[src/rtl/btq_pkg.sv]
`timescale 1ns/1ps
package btq_pkg;
  localparam int ADDR_W = 32;
  localparam int POS_W  = 2;

  typedef enum logic [1:0] {
    SEL_FLAG = 2'd0,
    SEL_SRC  = 2'd1,
    SEL_DST  = 2'd2,
    SEL_NONE = 2'd3
  } rd_sel_e;

  typedef struct packed {
    logic              vld;
    logic              irq;
    logic [POS_W-1:0]  pos;
    logic [ADDR_W-1:0] src;
    logic [ADDR_W-1:0] dst;
  } entry_t;
endpackage

[src/rtl/btq_store.sv]
`timescale 1ns/1ps
module btq_store
  import btq_pkg::*;
#(
  parameter int DEPTH = 4
) (
  input  logic                  clk_i,
  input  logic                  rst_ni,
  input  logic                  push_i,
  input  logic                  clr_i,
  input  entry_t                push_e_i,
  output entry_t [DEPTH-1:0]    slots_o
);
  entry_t [DEPTH-1:0] slots_q;

  for (genvar g = 0; g < DEPTH; g++) begin : g_slot
    entry_t shift_in;
    if (g == 0) begin : g_bot
      assign shift_in = push_e_i;
    end else begin : g_up
      assign shift_in = slots_q[g-1];
    end

    always_ff @(posedge clk_i or negedge rst_ni) begin
      if (!rst_ni) begin
        slots_q[g] <= '0;
      end else if (push_i) begin
        slots_q[g] <= shift_in;
      end else if (clr_i) begin
        slots_q[g].vld <= 1'b0;
      end
    end
  end

  assign slots_o = slots_q;
endmodule

[src/rtl/btq_rd_seq.sv]
`timescale 1ns/1ps
module btq_rd_seq
  import btq_pkg::*;
(
  input  logic    clk_i,
  input  logic    rst_ni,
  input  logic    rd_en_i,
  input  rd_sel_e rd_sel_i,
  input  logic    rd_full_i,
  input  logic    nonempty_i,
  output logic    pop_o
);
  typedef enum logic [1:0] {SQ_IDLE, SQ_FLAG, SQ_SRC} seq_e;
  seq_e seq_q, seq_d;

  always_comb begin
    seq_d = seq_q;
    if (rd_en_i) begin
      unique case (rd_sel_i)
        SEL_FLAG: seq_d = SQ_FLAG;
        SEL_SRC:  if (rd_full_i) seq_d = (seq_q == SQ_FLAG) ? SQ_SRC : SQ_IDLE;
        SEL_DST:  if (rd_full_i) seq_d = SQ_IDLE;
        default:  seq_d = SQ_IDLE;
      endcase
    end
  end

  always_ff @(posedge clk_i or negedge rst_ni) begin
    if (!rst_ni) seq_q <= SQ_IDLE;
    else         seq_q <= seq_d;
  end

  assign pop_o = rd_en_i && (rd_sel_i == SEL_DST) && rd_full_i &&
                 (seq_q == SQ_SRC) && nonempty_i;
endmodule

[src/rtl/btq_trace_ptr.sv]
`timescale 1ns/1ps
module btq_trace_ptr #(
  parameter int DEPTH = 4,
  localparam int PW   = $clog2(DEPTH),
  localparam int CW   = $clog2(DEPTH + 1)
) (
  input  logic          clk_i,
  input  logic          rst_ni,
  input  logic          restart_i,
  input  logic          cap_i,
  input  logic          exec_i,
  output logic [PW-1:0] ptr_o
);
  logic [CW-1:0] pend_q;
  logic [CW:0]   sum;
  logic          dec;

  // executing with nothing pending is ignored
  assign dec = exec_i && (pend_q != '0);
  assign sum = {1'b0, pend_q} + (CW+1)'(cap_i) - (CW+1)'(dec);

  always_ff @(posedge clk_i or negedge rst_ni) begin
    if (!rst_ni)                        pend_q <= '0;
    else if (restart_i)                 pend_q <= '0;
    else if (sum > (CW+1)'(DEPTH))      pend_q <= CW'(DEPTH);
    else                                pend_q <= sum[CW-1:0];
  end

  assign ptr_o = (pend_q == '0) ? '0 : PW'(pend_q - 1'b1);
endmodule

[src/rtl/branch_trace_queue.sv]
`timescale 1ns/1ps
module branch_trace_queue
  import btq_pkg::*;
#(
  parameter int DEPTH = 4,
  localparam int PW   = $clog2(DEPTH),
  localparam int LW   = $clog2(DEPTH + 1)
) (
  input  logic              clk_i,
  input  logic              rst_ni,
  input  logic              trace_en_i,
  input  logic              cap_valid_i,
  input  logic [ADDR_W-1:0] cap_src_i,
  input  logic [ADDR_W-1:0] cap_dst_i,
  input  logic [POS_W-1:0]  cap_pos_i,
  input  logic              cap_irq_i,
  input  logic              cap_dst_known_i,
  input  logic              exec_i,
  input  logic              rd_en_i,
  input  logic [1:0]        rd_sel_i,
  input  logic              rd_full_i,
  output logic [31:0]       rd_data_o,
  output logic [LW-1:0]     level_o,
  output logic [PW-1:0]     trace_ptr_o,
  output logic [DEPTH-1:0]  valid_o
);
  logic               en_q, en_rise, cap_ok, pop;
  logic [LW-1:0]      level_q;
  logic [LW:0]        level_sum;
  entry_t             new_e, head;
  entry_t [DEPTH-1:0] slots;
  rd_sel_e            sel;

  assign sel     = rd_sel_e'(rd_sel_i);
  assign en_rise = trace_en_i && !en_q;
  assign cap_ok  = trace_en_i && en_q && cap_valid_i;

  always_comb begin
    new_e     = '0;
    new_e.vld = cap_dst_known_i;
    new_e.irq = cap_irq_i;
    new_e.pos = cap_pos_i;
    new_e.src = cap_src_i;
    new_e.dst = cap_dst_i;
  end

  btq_store #(.DEPTH(DEPTH)) u_store (
    .clk_i    (clk_i),
    .rst_ni   (rst_ni),
    .push_i   (cap_ok),
    .clr_i    (en_rise),
    .push_e_i (new_e),
    .slots_o  (slots)
  );

  btq_rd_seq u_seq (
    .clk_i      (clk_i),
    .rst_ni     (rst_ni),
    .rd_en_i    (rd_en_i),
    .rd_sel_i   (sel),
    .rd_full_i  (rd_full_i),
    .nonempty_i (level_q != '0),
    .pop_o      (pop)
  );

  btq_trace_ptr #(.DEPTH(DEPTH)) u_tptr (
    .clk_i     (clk_i),
    .rst_ni    (rst_ni),
    .restart_i (en_rise),
    .cap_i     (cap_ok),
    .exec_i    (exec_i),
    .ptr_o     (trace_ptr_o)
  );

  assign level_sum = {1'b0, level_q} + (LW+1)'(cap_ok) - (LW+1)'(pop);

  always_ff @(posedge clk_i or negedge rst_ni) begin
    if (!rst_ni) begin
      en_q    <= 1'b0;
      level_q <= '0;
    end else begin
      en_q <= trace_en_i;
      if (level_sum > (LW+1)'(DEPTH)) level_q <= LW'(DEPTH);
      else                            level_q <= level_sum[LW-1:0];
    end
  end

  assign head = slots[PW'(level_q - 1'b1)];

  always_comb begin
    rd_data_o = '0;
    if (rd_en_i && (level_q != '0) && head.vld) begin
      unique case (sel)
        SEL_FLAG: begin
          rd_data_o[31]        = 1'b1;
          rd_data_o[30]        = head.irq;
          rd_data_o[POS_W-1:0] = head.pos;
        end
        SEL_SRC: if (rd_full_i) rd_data_o = head.src;
        SEL_DST: if (rd_full_i) rd_data_o = head.dst;
        default: rd_data_o = '0;
      endcase
    end
  end

  for (genvar g = 0; g < DEPTH; g++) begin : g_vld
    assign valid_o[g] = slots[g].vld && (level_q > LW'(g));
  end

  assign level_o = level_q;
endmodule

[config.mk]
export PLATFORM = sky130hd
export DESIGN_NAME = branch_trace_queue
export DESIGN_NICKNAME = d
export VERILOG_FILES = /design/src/rtl/btq_pkg.sv /design/src/rtl/btq_store.sv /design/src/rtl/btq_rd_seq.sv /design/src/rtl/btq_trace_ptr.sv /design/src/rtl/branch_trace_queue.sv
export SDC_FILE = /design/constraint.sdc
export NUM_CORES = 1
export LEC_CHECK = 0
export BUFFER_PORTS_ARGS = -buffer_cell sky130_fd_sc_hd__buf_2
export CAP_MARGIN = 10
export CORE_MARGIN = 2
export CORE_UTILIZATION = 45
export DETAILED_ROUTE_END_ITERATION = 7
export PLACE_DENSITY = 0.61
export SLEW_MARGIN = 20
export SYNTH_ARGS = -nofsm -noshare
export SYNTH_HDL_FRONTEND = slang
export SYNTH_SLANG_ARGS = --single-unit
[constraint.sdc]
create_clock -name clk_i -period 8.23 [get_ports clk_i]
set_clock_uncertainty 0.05 [all_clocks]
set_input_delay 0.4115 -clock clk_i [delete_from_list [all_inputs] [get_ports clk_i]]
set_output_delay 0.4115 -clock clk_i [all_outputs]
set_load 0.05 [all_outputs]
==> run_results.csv <==
group,metric,value,unit
run_status,status,"complete, no violations",
routing,drt.antenna.violating_nets,0,
floorplanning,die_w,175,um
routing,routed_wl,30000,um
floorplanning,core_area,28800,um2
logic_synthesis,syn_inst,1408,
logic_synthesis,syn_nets,1506,
power_and_ir_drop,clockPowerShare,36.5,%
clocking,h-tree-depth,1,
logic_synthesis,synth_edf_count,0,
placed_design,dp.final_hpwl,18700,um
layout,finish.utilization,52.8,%
logic_synthesis,netlist_area,13200,um2
timing,min_period_over_period,52.4,%
layout,drive_gt1_share,16.4,%
logic_synthesis,ys_ff_latch,281,
clocking,clkTransAtPathRegs,60,ps
routing,drc,0,
timing,relSlewSlack,34.6,%
placed_design,post-place-ws,4430,ps
min_path,min_from,"cap_src_i[25]",
layout,antennaDiodeCount,0,
power_and_ir_drop,pwr-share-comb,15.2,%
job,max_cap_violations,0,
power_and_ir_drop,power.internal,2.80,mW
global_routing,grt-ovfl-total,0,
timing,finalSetupViolCount,0,
power_and_ir_drop,pwr-share-seq,48.3,%
min_path,hold_class,"in -> reg",
power_and_ir_drop,switching_share,27.6,%
logic_synthesis,async_flop_share,100,%
worst_setup_path,critPathMaxFanout,67,
logic_synthesis,synth_area_leaders,"dfrtp_1, nand2_1, mux4_2",
logic_synthesis,synthFlopType,"dfrtp_1",
routing,drt-vias-per-instance,5.08,
clocking,cts_sinks,281,
logic_synthesis,ys_warn_count,0,
clocking,post-cts-setup-buffer-count,0,
global_routing,first_global_vias,9900,
routing,first_pass_iters,5,
logic_synthesis,synth_top_area_share,53.4,%
timing,min_period,4310,ps
clocking,cts_root_buffer,"clkbuf_16",
global_routing,grt_max_degree,196,
logic_synthesis,yosys.area.top_type,"dfrtp_1",
timing,max_freq,0.232,GHz
worst_setup_path,r2r_start,"level_o[0]$_DFF_PN0_",
timing,worst_slack,3920,ps
clocking,cts_buffer_depth,3,
power_and_ir_drop,switchingPower,1.07,mW
worst_setup_path,required,7770,ps
routing,wl_per_cell,15.7,um
clocking,numCtsBuffers,30,
timing,tightestPinTransition,981,ps
routing,vias,9712,
floorplanning,die_h,175,um
placed_design,placement.io_buffers,117,
logic_synthesis,synth.top_cells.by_count,"nand2_1, dfrtp_1, mux4_2",
global_routing,grt_pass1_wl,50500,um
worst_setup_path,startpoint,"level_o[0]$_DFF_PN0_",
power_and_ir_drop,ir_drop,0.151,mV
clocking,cts_tree,"built",
layout,nets,1602,
power_and_ir_drop,power.density,255,nW/um2
worst_setup_path,critical_path_class,"reg -> out",
floorplanning,io_pins,118,
floorplanning,initial_core_util,45.7,%
worst_setup_path,end_kind,"output port",
floorplanning,rows,62,
placed_design,dpl_cell_area,13900,um2
power_and_ir_drop,leakagePower,7.86,nW
layout,area_growth,15.4,%
global_routing,antenna_found_initial,0,
worst_setup_path,cp.arrival,3850,ps
timing,setup_tns,0,ps
placed_design,gp_congestion,0.788,
floorplanning,die_area,30600,um2
routing,drtIter0Drc,832,
clocking,clk_latency,540,ps
worst_setup_path,start_kind,"flip-flop",
timing,final_max_slew_viol_count,0,
logic_synthesis,synth.most_common_cell,"nand2_1",
logic_synthesis,netlist-cell-type-count,40,
layout,design_area,15200,um2
logic_synthesis,synth_seq_area_share,53.4,%
logic_synthesis,syn_area_per_cell,9.35,um2
global_routing,grt_use_total,20.2,%
timing,rsz0062_at_grt,"no",
timing,hold_viol,0,
-- cells in the final DEF, fill, tap and decap left out, types with 2 or more instances in the layout --
master	Yosys	routed
o21ai_0	12	12
a22o_1	4	4
dlygate4sd3_1	0	23
mux4_2	64	64
mux4_1	2	2
dfrtp_1	281	280
clkbuf_16	0	31
nor2b_1	2	2
a22oi_1	30	30
clkinvlp_4	0	2
inv_1	20	20
clkbuf_1	19	5
fa_1	2	2
nand2_1	810	810
a21oi_1	4	4
bufinv_16	0	3
buf_4	1	9
nand3_1	7	7
buf_2	60	116
xnor2_1	3	3
mux2_2	3	3
o31a_1	2	2
nor2_1	34	34
clkinv_2	0	3
mux2i_1	3	3
and4b_1	2	2
ha_1	19	18
a211oi_1	3	3
clkbuf_8	0	10
-- path summary, 6_finish.rpt --
path | endpoint | slack (ps) | depth (start not counted)
max in group asynchronous | u_store.slots_o[242]$_DFFE_PN0N_ | 6200 | 4
hold / removal | u_store.slots_o[57]$_DFFE_PN0N_ | 10 | 3
hold reg to reg | u_store.slots_o[263]$_DFFE_PN0N_ | 420 | 2
setup reg to reg | level_o[0]$_DFF_PN0_ | 5040 | 12
min in group asynchronous | u_tptr.pend_q[0]$_DFF_PN0_ | 400 | 2
setup / recovery | rd_data_o[1] | 3920 | 8
-- state kept, by name, indices dropped and copies added, names as in the netlist --
register and count:
u_seq.seq_q 2, u_store.slots_o 272, en_q 1, level_o 3
u_tptr.pend_q 3
-- critical path, cell delays in order (launching register included) --
cell     delay, ps
dfrtp_4        860
inv_1          150
ha_2           370
buf_4          740
mux4_2         410
a22o_1         260
a22oi_1        190
nor2_1          60
buf_2          210
-- cells by family after synthesis --
logic type      after synthesis  share of synthesized area [%]
simple gates                862                           25.0
buf+inv                     108                           4.14
flops                       281                           53.4
mux                          72                           11.8
xor+xnor                      4                          0.266
fa+ha+maj                    21                           2.11
compound gates               60                           3.23
-- layer usage --
metal | track usage, % | wire [um] | vias to the layer above
li1 | - | - | 4700
met3 | 2.85 | 1490 | 37
met4 | 4.62 | 586 | 0
met5 | 0 | 0 | -
met2 | 33.6 | 14600 | 227
met1 | 28.3 | 13300 | 4748
-- power groups by stage --
stage                     logic, mW  clock network [mW]  registers (mW)
after floorplan               0.443                   0            1.81
after global placement        0.564                   0            1.89
after detailed placement      0.586                   0            1.89
final                         0.587                1.41            1.87
after global routing          0.676                1.50            1.91
after CTS                     0.596                1.45            1.87
-- layout make-up --
cell class,instances,area [um2]
fill,2593,13600
inverter,21,86.3
tap,384,480
timing repair buffer,151,941
sequential,281,7040
multi-input combinational,1019,5590
clock buffer,46,932
clock inverter,8,120
-- metrics by stage --
stage	hold WS, ps	std cells	power, mW
finish	13.6	1910	3.87
global route	10.4	1910	4.08
detailed placement	411	1832	2.48
CTS	1.06	1909	3.91
global placement	403	1832	2.45
floorplan	65.9	1408	2.26
-- repair_timing --
action,in CTS,in global routing
hold buffers,23,0
hold endpoints to repair,108,0
gates resized for setup,0,0
Note: power is estimated with default switching activity, not from simulation.
